==> src/rtl/pwm_timer8_pkg.sv <==
`timescale 1ns/1ps
package pwm_timer8_pkg;

   localparam int unsigned ADDR_W = 2;

   localparam logic [ADDR_W-1:0] A_CTRL  = 2'd0;
   localparam logic [ADDR_W-1:0] A_COUNT = 2'd1;
   localparam logic [ADDR_W-1:0] A_CMP   = 2'd2;

   typedef enum logic [1:0] {
      OM_OFF    = 2'b00,
      OM_TOGGLE = 2'b01,
      OM_NONINV = 2'b10,
      OM_INV    = 2'b11
   } out_mode_e;

   // bit 0 run, bit 1 fast, bits 3:2 output mode
   typedef struct packed {
      out_mode_e out_mode;
      logic      fast;
      logic      run;
   } ctrl_t;

   localparam int unsigned CTRL_W = $bits(ctrl_t);

endpackage

==> src/rtl/pwm_cnt_core.sv <==
`timescale 1ns/1ps
module pwm_cnt_core #(
   parameter int unsigned WIDTH = 8
) (
   input  logic             clk,
   input  logic             rst_n,
   input  logic             step,
   input  logic             fast,
   input  logic             ld,
   input  logic [WIDTH-1:0] ld_val,
   output logic [WIDTH-1:0] cnt,
   output logic             moved,
   output logic             last_up,
   output logic             wrapped,
   output logic             load_pt
);
   localparam logic [WIDTH-1:0] MAX  = {WIDTH{1'b1}};
   localparam logic [WIDTH-1:0] ZERO = '0;

   if (WIDTH < 4) begin : g_width_chk
      $error("pwm_cnt_core: WIDTH must be at least 4");
   end

   logic [WIDTH-1:0] cnt_q;
   logic [WIDTH-1:0] nxt;
   logic             dir_up_q;
   logic             going_up;
   logic             moved_q;
   logic             last_up_q;
   logic             wrapped_q;

   // direction of the coming step
   always_comb begin
      if (fast) begin
         going_up = 1'b1;
      end else if (dir_up_q) begin
         going_up = (cnt_q != MAX);
      end else begin
         going_up = (cnt_q == ZERO);
      end
      nxt = going_up ? cnt_q + 1'b1 : cnt_q - 1'b1;
   end

   // staged compare value becomes active on this step
   always_comb begin
      load_pt = 1'b0;
      if (step && !ld) begin
         if (fast) begin
            load_pt = (cnt_q == MAX);
         end else begin
            load_pt = going_up && (nxt == MAX);
         end
      end
   end

   always_ff @(posedge clk or negedge rst_n) begin
      if (!rst_n) begin
         cnt_q     <= '0;
         dir_up_q  <= 1'b1;
         moved_q   <= 1'b0;
         last_up_q <= 1'b1;
         wrapped_q <= 1'b0;
      end else if (ld) begin
         cnt_q     <= ld_val;
         moved_q   <= 1'b0;
         wrapped_q <= 1'b0;
      end else if (step) begin
         cnt_q     <= nxt;
         moved_q   <= 1'b1;
         last_up_q <= going_up;
         wrapped_q <= fast && (cnt_q == MAX);
         if (fast) begin
            dir_up_q <= 1'b1;
         end else if (going_up) begin
            dir_up_q <= (nxt != MAX);
         end else begin
            dir_up_q <= (nxt == ZERO);
         end
      end else begin
         moved_q   <= 1'b0;
         wrapped_q <= 1'b0;
      end
   end

   assign cnt     = cnt_q;
   assign moved   = moved_q;
   assign last_up = last_up_q;
   assign wrapped = wrapped_q;

endmodule

==> src/rtl/pwm_cmp_unit.sv <==
`timescale 1ns/1ps
module pwm_cmp_unit #(
   parameter int unsigned WIDTH = 8
) (
   input  logic             clk,
   input  logic             rst_n,
   input  logic             wr,
   input  logic [WIDTH-1:0] wdata,
   input  logic             run,
   input  logic             load_pt,
   input  logic [WIDTH-1:0] cnt,
   input  logic             moved,
   input  logic             flag_clr,
   output logic [WIDTH-1:0] cmp_stage,
   output logic             match,
   output logic             flag
);
   if (WIDTH < 4) begin : g_width_chk
      $error("pwm_cmp_unit: WIDTH must be at least 4");
   end

   logic [WIDTH-1:0] stage_q;
   logic [WIDTH-1:0] stage_nxt;
   logic [WIDTH-1:0] act_q;
   logic             flag_q;

   assign stage_nxt = wr ? wdata : stage_q;

   always_ff @(posedge clk or negedge rst_n) begin
      if (!rst_n) begin
         stage_q <= '0;
         act_q   <= '0;
      end else begin
         stage_q <= stage_nxt;
         if (!run || load_pt) begin
            act_q <= stage_nxt;
         end
      end
   end

   // only a counted arrival qualifies as an event
   assign match = moved && (cnt == act_q);

   always_ff @(posedge clk or negedge rst_n) begin
      if (!rst_n) begin
         flag_q <= 1'b0;
      end else if (match) begin
         flag_q <= 1'b1;
      end else if (flag_clr) begin
         flag_q <= 1'b0;
      end
   end

   assign cmp_stage = stage_q;
   assign flag      = flag_q;

endmodule

==> src/rtl/pwm_wave_gen.sv <==
`timescale 1ns/1ps
module pwm_wave_gen
   import pwm_timer8_pkg::*;
(
   input  logic      clk,
   input  logic      rst_n,
   input  out_mode_e out_mode,
   input  logic      fast,
   input  logic      match,
   input  logic      wrapped,
   input  logic      last_up,
   output logic      pwm
);
   logic pwm_q;

   always_ff @(posedge clk or negedge rst_n) begin
      if (!rst_n) begin
         pwm_q <= 1'b0;
      end else begin
         unique case (out_mode)
            OM_OFF: pwm_q <= 1'b0;
            OM_TOGGLE: begin
               if (match) pwm_q <= ~pwm_q;
            end
            OM_NONINV: begin
               if (fast) begin
                  if (match)        pwm_q <= 1'b0;
                  else if (wrapped) pwm_q <= 1'b1;
               end else if (match) begin
                  pwm_q <= ~last_up;
               end
            end
            OM_INV: begin
               if (fast) begin
                  if (match)        pwm_q <= 1'b1;
                  else if (wrapped) pwm_q <= 1'b0;
               end else if (match) begin
                  pwm_q <= last_up;
               end
            end
            default: pwm_q <= 1'b0;
         endcase
      end
   end

   assign pwm = pwm_q;

endmodule

==> src/rtl/pwm_timer8.sv <==
`timescale 1ns/1ps
module pwm_timer8
   import pwm_timer8_pkg::*;
#(
   parameter int unsigned WIDTH = 8
) (
   input  logic                           clk,
   input  logic                           rst_n,
   input  logic                           bus_wr,
   input  logic [pwm_timer8_pkg::ADDR_W-1:0] bus_addr,
   input  logic [WIDTH-1:0]               bus_wdata,
   output logic [WIDTH-1:0]               bus_rdata,
   input  logic                           tick_en,
   input  logic                           cmp_flag_clr,
   output logic                           pwm_out,
   output logic                           cmp_flag
);
   if (WIDTH < CTRL_W) begin : g_width_chk
      $error("pwm_timer8: WIDTH must hold the control bits");
   end

   ctrl_t            ctrl_q;
   logic             wr_ctrl;
   logic             wr_cnt;
   logic             wr_cmp;
   logic             step;
   logic [WIDTH-1:0] cnt_w;
   logic [WIDTH-1:0] stage_w;
   logic             moved_w;
   logic             last_up_w;
   logic             wrapped_w;
   logic             load_pt_w;
   logic             match_w;

   assign wr_ctrl = bus_wr && (bus_addr == A_CTRL);
   assign wr_cnt  = bus_wr && (bus_addr == A_COUNT);
   assign wr_cmp  = bus_wr && (bus_addr == A_CMP);
   assign step    = ctrl_q.run && tick_en;

   always_ff @(posedge clk or negedge rst_n) begin
      if (!rst_n) begin
         ctrl_q <= '0;
      end else if (wr_ctrl) begin
         ctrl_q <= ctrl_t'(bus_wdata[CTRL_W-1:0]);
      end
   end

   always_comb begin
      bus_rdata = '0;
      unique case (bus_addr)
         A_CTRL:  bus_rdata[CTRL_W-1:0] = ctrl_q;
         A_COUNT: bus_rdata = cnt_w;
         A_CMP:   bus_rdata = stage_w;
         default: bus_rdata = '0;
      endcase
   end

   pwm_cnt_core #(.WIDTH(WIDTH)) u_cnt (
      .clk     (clk),
      .rst_n   (rst_n),
      .step    (step),
      .fast    (ctrl_q.fast),
      .ld      (wr_cnt),
      .ld_val  (bus_wdata),
      .cnt     (cnt_w),
      .moved   (moved_w),
      .last_up (last_up_w),
      .wrapped (wrapped_w),
      .load_pt (load_pt_w)
   );

   pwm_cmp_unit #(.WIDTH(WIDTH)) u_cmp (
      .clk       (clk),
      .rst_n     (rst_n),
      .wr        (wr_cmp),
      .wdata     (bus_wdata),
      .run       (ctrl_q.run),
      .load_pt   (load_pt_w),
      .cnt       (cnt_w),
      .moved     (moved_w),
      .flag_clr  (cmp_flag_clr),
      .cmp_stage (stage_w),
      .match     (match_w),
      .flag      (cmp_flag)
   );

   pwm_wave_gen u_wave (
      .clk      (clk),
      .rst_n    (rst_n),
      .out_mode (ctrl_q.out_mode),
      .fast     (ctrl_q.fast),
      .match    (match_w),
      .wrapped  (wrapped_w),
      .last_up  (last_up_w),
      .pwm      (pwm_out)
   );

endmodule

==> config.mk <==
export PLATFORM = sky130hd
export DESIGN_NAME = pwm_timer8
export DESIGN_NICKNAME = d
export VERILOG_FILES = /design/src/rtl/pwm_timer8_pkg.sv /design/src/rtl/pwm_cnt_core.sv /design/src/rtl/pwm_cmp_unit.sv /design/src/rtl/pwm_wave_gen.sv /design/src/rtl/pwm_timer8.sv
export SDC_FILE = /design/constraint.sdc
export NUM_CORES = 1
export LEC_CHECK = 0
export ABC_CLOCK_PERIOD_IN_PS = 5700
export BUFFER_PORTS_ARGS = -buffer_cell sky130_fd_sc_hd__buf_2
export CAP_MARGIN = 30
export CORE_UTILIZATION = 45
export CTS_CLUSTER_SIZE = 10
export DETAILED_ROUTE_END_ITERATION = 10
export PLACE_DENSITY = 0.72
export RECOVER_POWER = 100
export SLEW_MARGIN = 20
export SYNTH_ARGS = -nofsm -noshare
export SYNTH_HDL_FRONTEND = slang
export SYNTH_SLANG_ARGS = --single-unit
==> constraint.sdc <==
create_clock -name clk -period 5.7 [get_ports clk]
set_input_delay 0.855 -clock clk [delete_from_list [all_inputs] [get_ports clk]]
set_output_delay 0.855 -clock clk [all_outputs]
set_load 0.05 [all_outputs]
Yosys cells after proc, flatten, opt, wreduce, memory -nomap -nowiden --
Cells that the tools add are included.
Word-level totals: flip-flop bits (word level) 34, output and inout bits 10
Cells by class: mux-type cells 28, bitwise operators 3, add/sub/neg operators 2, equal/unequal tests 15, reductions and logical operators 19
Operators by type and width (count):
- 8-bit two-way mux | 4
- 1-bit two-way mux | 21
- 8-bit equality test (second input constant) | 2
- 8-bit zero test | 2
- 8-bit != test (second input constant) | 2
- 3-bit != test (second input constant) | 4
- 4-bit one-hot mux with 3 select lines | 1
- 8-bit by 1-bit adder with 8-bit output (second input constant) | 1
- 8-bit equality test | 1
- 1-bit logical AND | 8
- 4-bit one-hot mux with 2 select lines | 1
- 8-bit by 1-bit subtractor with 8-bit output (second input constant) | 1
- 2-bit equality test (second input constant) | 3
- 5-bit AND reduction | 1
- 2-bit by 1-bit equality test with 1-bit output (second input constant) | 2
- 2-bit zero test | 2
- 1-bit one-hot mux with 4 select lines | 1
- 2-bit nonzero test | 2
- 1-bit inverter | 3
- 1-bit zero test | 2
- 2-bit != test (second input constant) | 1
- 2-bit AND reduction | 1
- 1-bit logical OR | 1

Longest topological paths before layout --
Gate-level depths: netlist (run 1).
depth after elaboration 9, depth in mapped cells 13, gate-level depth less buffers 12

By module --
Synthesis (run 1) repeated with hierarchy kept, for this count alone.
Unflattened totals: cell total of the unflattened synthesis 203, area, all modules 2187.1 um^2
By module, submodules not included:
- pwm_cnt_core | cells each 106, area each 955.9 um^2, times used 1, seq. area each 302.8 um^2
- pwm_cmp_unit | cells each 50, area each 790.8 um^2, times used 1, seq. area each 425.4 um^2
- pwm_timer8 | cells each 36, area each 347.8 um^2, times used 1, seq. area each 100.1 um^2
- pwm_wave_gen | cells each 11, area each 92.6 um^2, times used 1, seq. area each 25.0 um^2

Worst setup path before layout (run 1) --
Ideal clock, no wire load.
path kind reg-to-reg, start reg u_cnt.cnt_q[1], in the netlist u_cnt.cnt[1], end reg u_cmp.act_q[0], arrival 3403 ps, library setup time 125 ps, required time 5575 ps, stages on the path, launching flop included 14, path slack 2172 ps, clock period less this slack 3528 ps, cell sequence dfrtp_1 -> buf_2 -> nand3_1 -> nor2_1 -> nand2_1 -> a221oi_1 -> inv_1 -> fa_1 -> nand2b_1 -> a2111o_1 -> o311ai_0 -> and2_1 -> a31oi_4 -> mux2_4
Between the ends: longest elaborated chain between the ends 9, elaborated cells on any way between the ends 13
RTL lines:
- start, declared | RTL line pwm_cnt_core.sv:24 | logic [WIDTH-1:0] cnt_q;
- start signal, assigned | RTL line pwm_cnt_core.sv:64 | cnt_q <= ld_val;
- start signal, assigned | RTL line pwm_cnt_core.sv:68 | cnt_q <= nxt;
- 8-bit != test or 8-bit zero test (tied branches) | RTL line pwm_cnt_core.sv:37, pwm_cnt_core.sv:39
- 1-bit two-way mux (*) | RTL line pwm_cnt_core.sv:36 | end else if (dir_up_q) begin
- 1-bit two-way mux (*) | RTL line pwm_cnt_core.sv:34 | if (fast) begin
- net u_cnt.going_up | RTL line pwm_cnt_core.sv:27 | logic going_up;
- 8-bit two-way mux | RTL line pwm_cnt_core.sv:41 | nxt = going_up ? cnt_q + 1'b1 : cnt_q - 1'b1;
- 8-bit equality test | RTL line pwm_cnt_core.sv:51 | load_pt = going_up && (nxt == MAX);
- 1-bit logical AND (*) | RTL line pwm_cnt_core.sv:51
- 1-bit two-way mux (*) | RTL line pwm_cnt_core.sv:48 | if (fast) begin
- 1-bit two-way mux (*) | RTL line pwm_cnt_core.sv:47 | if (step && !ld) begin
- 1-bit logical OR (*) | RTL line pwm_cmp_unit.sv:35 | if (!run || load_pt) begin
- end signal, assigned | RTL line pwm_cmp_unit.sv:36 | act_q <= stage_nxt;
- end, declared | RTL line pwm_cmp_unit.sv:24 | logic [WIDTH-1:0] act_q;
Mark *: on every way through the listed nets, which the timed path passes. The rest lies on a longest branch. A chain may end at the register's enable or synchronous reset.

Final worst setup path (run 1) --
start reg u_cnt.cnt_q[2], in the netlist u_cnt.cnt[2], end reg u_cmp.act_q[2]
Between the ends: longest elaborated chain between the ends 9, elaborated cells on any way between the ends 13
RTL lines (RTL line):
- branches (longest 6 deep; another with 8-bit by 1-bit subtractor with 8-bit output)
- 1-bit two-way mux (*) | pwm_cnt_core.sv:48
- 1-bit two-way mux (*) | pwm_cnt_core.sv:47
- 1-bit logical OR (*) | pwm_cmp_unit.sv:35
Mark *: on every way between the ends.

==> results.toml, run 1 <==
[status]
status = "finished with violations"
violations = "max-capacitance violations, max-slew violations"

[routing]
dr.first_iter.drc_count = 183
dr_wl_met2_um = 2350
postRouteAntennaNets = 0
drt-total-wl_um = 5060
remaining_drc_errors = 0
drt-met1-wl_um = 2350
wire_per_inst_um = 16.6
drtPass1Iterations = 4
via_per_inst = 5.79
dr_wl_met3_um = 301
dr.max_layer_used = "met4"
vias = 1760

[global_routing]
grtUsageTotal_pct = 21.4
grt_overflow_total = 0
grt_max_degree = 35
grt_pass1_wl_um = 8420
grt_pass1_vias = 1705
antenna_found_initial = 0

[hold_path]
hold_path_depth = 2
min-delay-start = "u_cmp.flag"
hold_class = "reg2reg"
holdPathEnd = "u_cmp.flag"

[die]
die_w_um = 72.2
die_h_um = 72.2
ios = 25
initial_core_util_pct = 46.9
rows = 25
die_area_mm2 = 0.00521
core_area_mm2 = 0.00472

[sta]
max_slew_margin_pct = -18.3
drv_slew = 35
setup_viol = 0
finalCriticalPeriod_ns = 4.66
tightestPinTransition_ns = 1.77
finClkSkew_ns = 0.00761
hold_viol_final = 0
fin_tns_setup_ns = 0
rsz0062_at_grt = "no"
fin_crit_sh_pct = 81.8
fmaxAchievable_mhz = 214

[logic_synthesis]
synth_area_leaders = "dfrtp_1 (36%), ha_1 (6.8%), mux2_2 (6.1%), mux2_4 (5.4%), xnor2_1 (3.6%)"
syn_area_mm2 = 0.00222
synth_top_area_share_pct = 36.1
synth_area_leader_cell = "dfrtp_1"
ys_async_sr_fraction_pct = 100
synth_seq_cells = 34
synth_edf_count = 0
ys_types = 49
synthFlopType = "dfrtp_1"
synthCells = 213
syn_nets = 241
avgSynthCellArea_um2 = 10.4
ys_warn_count = 0
yosysSeqAreaShare_pct = 38.5

[placement]
hpwl_um = 3730
gp_congestion = 0.911
dpl.cell_count = 296
portBuffers = 24

[cells_and_area]
final_util_pct = 51.4
diodes = 0
layout-drive-gt1-share_pct = 16.0
instances_no_fill = 304
areaGrowthSynthToFinish_pct = 9.54
nets = 264

[flow_run]
cap_viol_max_count = 1

[power_and_ir_drop]
switching_power_uw = 439
combPwrFrac_pct = 43.1
peakVddDrop_mv = 0.246
sw_frac_of_total_pct = 42.2
power_leakage_nw = 1.02
seq_power_share_pct = 40.5
p_clk_share_pct = 16.4
power_report.internal_total_uw = 601
power.density_mw_per_mm2 = 428

[setup_path]
critPathArrivalTime_ns = 4.83
worstPathRequired_ns = 5.87
cp-end-kind = "flip-flop"
ff2ff_setup_slack_ns = 1.04
r2r-start = "u_cnt.cnt[2]"
worst-r2r-cell-count = 11
crit_type = "reg2reg"
crit_fanout = 8
startpoint_type = "flip-flop"
reg2reg_to = "u_cmp.act_q[2]"

[clock_tree]
tritoncts = "built"
clock_tree.root_cell = "clkbuf_8"
clk_path_buf_depth = 2
clock_latency_ns = 0.29
cts_buffers = 5
htreeDepth = 2
cts_num_sinks = 34
cts_resized = 0
clk_pin_slew_ns = 0.06
post_cts_buffers = 0
hold_buffers = 0
metrics by stage:
step | area, um^2 | setup WS [ns] | power [mW] | hold WS (ns)
floorplan | 2220 | 2.17 | 0.767 | 0.496
global placement | 2390 | 1.63 | 0.878 | 0.508
detailed placement | 2390 | 1.52 | 0.887 | 0.521
CTS | 2470 | 1.50 | 1.06 | 0.534
global route | 2430 | 0.637 | 1.12 | 0.551
finish | 2430 | 1.04 | 1.04 | 0.527
power groups by stage:
stage               Combinational [mW]  Clock (mW)  Sequential, mW
floorplan                        0.394           0           0.373
global placement                 0.458           0           0.420
detailed placement               0.463           0           0.424
CTS                              0.465       0.173           0.420
global route                     0.500       0.182           0.433
finish                           0.448       0.171           0.421
synthesized netlist by cell type, types with 2 or more instances:
library cell and instances:
a21oi_1 4, a221oi_1 3, a222oi_1 4, a22oi_1 4, and2_1 2, buf_2 3, clkbuf_1 5, dfrtp_1 32
dfstp_2 2, ha_1 12, inv_1 7, mux2_2 12, mux2_4 8, mux2i_1 5, nand2_1 17, nand2b_1 5
nand3_1 7, nand4_1 2, nor2_1 16, nor2b_1 7, nor3_1 2, nor3b_1 2, o21ai_0 15, or3_1 2
xnor2_1 9, xor2_1 3
layout make-up:
type,instances,area [um^2]
fillers,434,2290
repair buffers,24,104
flip-flops and latches,34,853
inverters,7,26.3
well taps,67,83.8
multi-input cells,164,1280
clock buffers,8,80.1
metal layers:
layer | global-route usage [%] | up-vias
li1 | - | 827
met1 | 30.7 | 870
met2 | 32.1 | 56
met3 | 5.56 | 7
met4 | 6.10 | 0
met5 | 0 | -
cell usage in the layout (no fill, tap or decap), types with 2 or more instances in the layout:
cell type and instances:
a31oi_1 2, mux2i_1 5, mux2_4 8, o21ai_0 15
buf_2 11, a222oi_1 4, nor3_1 2, inv_1 7
ha_1 12, dfstp_2 2, nor2b_1 7, dfrtp_1 32
nor2_1 16, xnor2_1 10, mux2_1 7, nand3_1 7
xor2_1 3, nor3b_1 2, mux2_2 5, nand2b_1 5
or3_1 2, nand2_1 17, nand4_1 2, a221oi_1 3
clkbuf_1 16, a22oi_1 4, a21oi_1 4, clkbuf_8 5
cells by family (layout without fill, tap and decap cells):
| group | Yosys count | count (layout) | share of synthesized area [%] |
|---|---|---|---|
| flip-flops | 34 | 34 | 38.5 |
| AND/OR/NAND/NOR | 68 | 68 | 16.3 |
| AO/OA/AOI/OAI | 45 | 45 | 15.6 |
| adder cells (fa/ha/maj) | 13 | 13 | 7.67 |
| buffers and inverters | 15 | 39 | 2.71 |
| XOR/XNOR | 13 | 13 | 5.47 |
| multiplexers | 25 | 25 | 13.8 |
registers in the layout, summed over array words and instances, names as in the netlist:
name,flops
ctrl_q,4
u_cmp.act_q,8
u_cmp.cmp_stage,8
u_cmp.flag,1
u_cnt.cnt,8
u_cnt.dir_up_q,1
u_cnt.last_up,1
u_cnt.moved,1
u_cnt.wrapped,1
u_wave.pwm,1
worst max-delay path by stage:
stage	start	endpoint	slack [ns]	cells after the start
global route	u_cnt.cnt[1]	u_cmp.act_q[2]	0.64	11
floorplan	u_cnt.cnt[1]	u_cmp.act_q[0]	2.17	13
finish	u_cnt.cnt[2]	u_cmp.act_q[2]	1.04	11
detailed placement	u_cnt.cnt[2]	u_cmp.act_q[7]	1.52	11
global placement	u_cnt.cnt[1]	u_cmp.act_q[1]	1.63	11
CTS	u_cnt.cnt[1]	u_cmp.act_q[2]	1.50	11
critical path: stages, from the launching register on:
cell	delay, ns
dfrtp_1	0.51
nand4_1	0.16
nor2_1	0.12
nand2_1	0.11
a221oi_1	0.88
ha_1	0.42
a211oi_1	0.47
o21ai_0	0.19
a31oi_1	0.25
xnor2_1	0.16
a31oi_1	0.91
mux2_4	0.36
(Power assumes the default switching activity.)
==> inputs of run 2 (changes only) <==
--- a/config.mk
+++ b/config.mk
@@ -5,7 +5,8 @@
 export SDC_FILE = /design/constraint.sdc
 export NUM_CORES = 1
 export LEC_CHECK = 0
-export ABC_CLOCK_PERIOD_IN_PS = 5700
+export ABC_AREA = 1
+export ABC_CLOCK_PERIOD_IN_PS = 4800
 export BUFFER_PORTS_ARGS = -buffer_cell sky130_fd_sc_hd__buf_2
 export CAP_MARGIN = 30
 export CORE_UTILIZATION = 45
==> constraint.sdc (replaced) <==
create_clock -name clk -period 4.8 [get_ports clk]
set_input_delay 0.72 -clock clk [delete_from_list [all_inputs] [get_ports clk]]
set_output_delay 0.72 -clock clk [all_outputs]
set_load 0.05 [all_outputs]
==> run 2 against run 1 <==
Compared with the run above: the run still ends with max-capacitance violations, max-slew violations left; critical path type is now in2reg; first-iteration DRC count down 26%; flip-flop and latch count unchanged; critical endpoint is now u_cmp.act_q[7]; global-route usage up 1.8 points; via count up 20%; sequential share of layout area down 2.0 points; utilization down 0.68 points; sequential power up 10%; combinational power up 22%.
==> results.toml, run 2 <==
[die]
die_w_um = 74.5
die_h_um = 74.5
die_area_mm2 = 0.00555
rows = 26
ios = 25
initial_core_util_pct = 46.6
core_area_mm2 = 0.00507

[clock_tree]
clock_latency_ns = 0.28
cts_num_sinks = 34
cts_resized = 0
hold_buffers = 0
htreeDepth = 2
clock_tree.root_cell = "clkbuf_8"
clk_path_buf_depth = 2
post_cts_buffers = 0
tritoncts = "built"
cts_buffers = 5
clk_pin_slew_ns = 0.07

[setup_path]
crit_type = "in2reg"
critPathArrivalTime_ns = 3.72
cp-end-kind = "flip-flop"
worstPathRequired_ns = 5.03
crit_fanout = 9
startpoint_type = "input port"

[sta]
fin_tns_setup_ns = 0
finalCriticalPeriod_ns = 3.50
tightestPinTransition_ns = 1.79
hold_viol_final = 0
rsz0062_at_grt = "no"
finClkSkew_ns = 0.00621
setup_viol = 0
drv_slew = 35
whs_ns = 0.502
fin_crit_sh_pct = 72.9
max_slew_margin_pct = -19.5
fmaxAchievable_mhz = 286

[routing]
vias = 2108
wire_per_inst_um = 14.3
via_per_inst = 5.19
dr.first_iter.drc_count = 136
remaining_drc_errors = 0
postRouteAntennaNets = 0
drtPass1Iterations = 4
drt-total-wl_um = 5810

[logic_synthesis]
synth_seq_cells = 34
syn_area_mm2 = 0.00236
synthSimpleGateAreaFrac_pct = 36.3
synth_edf_count = 0
yosysMostFrequentCell = "nand2_1"
avgSynthCellArea_um2 = 7.70
synth.area.mux_share_pct = 1.90
synth-adder-area-share_pct = 7.20
ys_types = 37
synth_xor_area_share_pct = 1.11
syn_nets = 335
yosysSeqAreaShare_pct = 36.1
synth_area_leader_cell = "dfrtp_1"
ys_async_sr_fraction_pct = 100
synthTopCellsByCount = "nand2_1 (99), inv_1 (35), dfrtp_1 (32)"
synth_top_family_by_area = "simple AND/OR/NAND/NOR gates"
ys_warn_count = 0
synthFlopType = "dfrtp_1"
synth_top_area_share_pct = 33.9
synthCells = 307
synth_area_leaders = "dfrtp_1 (34%), nand2_1 (16%), ha_1 (6.3%), inv_1 (5.6%), nand3_1 (5.3%)"
synth_compound_area_share_pct = 9.15

[power_and_ir_drop]
power_leakage_nw = 1.31
peakVddDrop_mv = 0.212
power.density_mw_per_mm2 = 492

[cells_and_area]
layout-drive-gt1-share_pct = 13.1
layout_common_cells = "nand2_1 (102), inv_1 (38), dfrtp_1 (32), nand3_1 (26), clkbuf_1 (15)"
diodes = 0
fill_cells = 530
nets = 363
layout_commonest_cell = "nand2_1"
areaGrowthSynthToFinish_pct = 8.89

[global_routing]
grt_pass1_vias = 1915
grt_max_degree = 35
grtUsageTotal_pct = 23.2
grt_overflow_total = 0
grt_pass1_wl_um = 9430
antenna_found_initial = 0

[flow_run]
cap_viol_max_count = 1

[placement]
hpwl_um = 4630
gp_congestion = 0.914
portBuffers = 24

[status]
status = "finished with violations"
violations = "max-capacitance violations, max-slew violations"

[hold_path]
hold_class = "reg2reg"
[run 2: cell count changes in the layout (fill, tap and decap cells not counted), sizes merged, moves of 4 or more]
cell    previous run  this run
a21oi              4        12
a222oi             4         0
inv                7        42
mux2              20         4
mux2i              5         0
nand2             17       111
nand2b             5         0
nand3              7        29
nand4              2         7
nor2b              7         0
o221ai             1         5
xnor2             10         2
[run 2: path summary, 6_finish.rpt]
| path | from | endpoint | slack, ns | cells after the start |
|---|---|---|---|---|
| setup reg to reg | u_cnt.cnt[0] | u_cmp.act_q[7] | 1.66 | 20 |
| hold / removal | u_cnt.last_up | u_cnt.last_up | 0.50 | 2 |
| setup / recovery | bus_addr[1] | u_cmp.act_q[7] | 1.30 | 12 |
| hold reg to reg | u_cnt.last_up | u_cnt.last_up | 0.50 | 2 |
| max in group asynchronous | rst_n | u_cnt.cnt[7] | 2.85 | 1 |
| min in group asynchronous | rst_n | u_cmp.act_q[5] | 0.91 | 1 |
[run 2: per-stage QoR]
| stage | cell area [um^2] | power, mW | setup slack (ns) | std cells | utilization (%) |
|---|---|---|---|---|---|
| final | 2570 | 1.27 | 1.30 | 406 | 50.7 |
| after global routing | 2570 | 1.36 | 1.02 | 406 | 50.7 |
| after CTS | 2650 | 1.29 | 1.92 | 406 | 52.3 |
| after detailed placement | 2550 | 1.03 | 1.92 | 398 | 50.2 |
| after global placement | 2550 | 1.03 | 1.93 | 398 | 50.2 |
| after floorplan | 2360 | 0.876 | 2.07 | 307 | - |
[run 2: routing by layer]
| layer | global-route usage, % | vias to the layer above | routed length [um] |
|---|---|---|---|
| met1 | 33.6 | 998 | 2800 |
| met2 | 35.9 | 54 | 2640 |
| met4 | 6.50 | 0 | 65 |
| li1 | - | 1047 | - |
| met5 | 0 | - | 0 |
| met3 | 3.79 | 9 | 307 |
[run 2: cells by family (layout without fill, tap and decap cells)]
group           after synthesis  in the layout
flops                        34             34
fa+ha+maj                    13             13
simple gates                171            171
mux                           4              4
compound gates               36             36
buf+inv                      46             75
xor+xnor                      3              3
[run 2: final cells by class]
| class | count | area (um^2) | area share [%] |
|---|---|---|---|
| clock inverter | 1 | 30.0 | 1.17 |
| multi-input combinational | 227 | 1260 | 49.0 |
| timing repair buffer | 24 | 104 | 4.03 |
| tap | 70 | 87.6 | 3.40 |
| clock buffer | 7 | 76.3 | 2.96 |
| sequential | 34 | 853 | 33.1 |
| inverter | 43 | 163 | 6.32 |
[run 2: critical path, cell delays in order]
cell	delay [ns]
clkbuf_1	0.12
inv_1	0.07
ha_1	0.30
nand2_1	0.19
inv_1	0.16
nor2_1	0.49
clkinvlp_2	0.49
nor3_1	0.68
nor2_8	0.09
nand2_1	0.24
nand2_1	0.10
nand2_1	0.07
[run 2: power breakdown]
group          leakage [nW]  total, mW  internal, mW  switching (mW)
logic                 0.840      0.546         0.178           0.369
clock network        0.0524      0.256         0.155           0.101
registers             0.421      0.463         0.366          0.0973
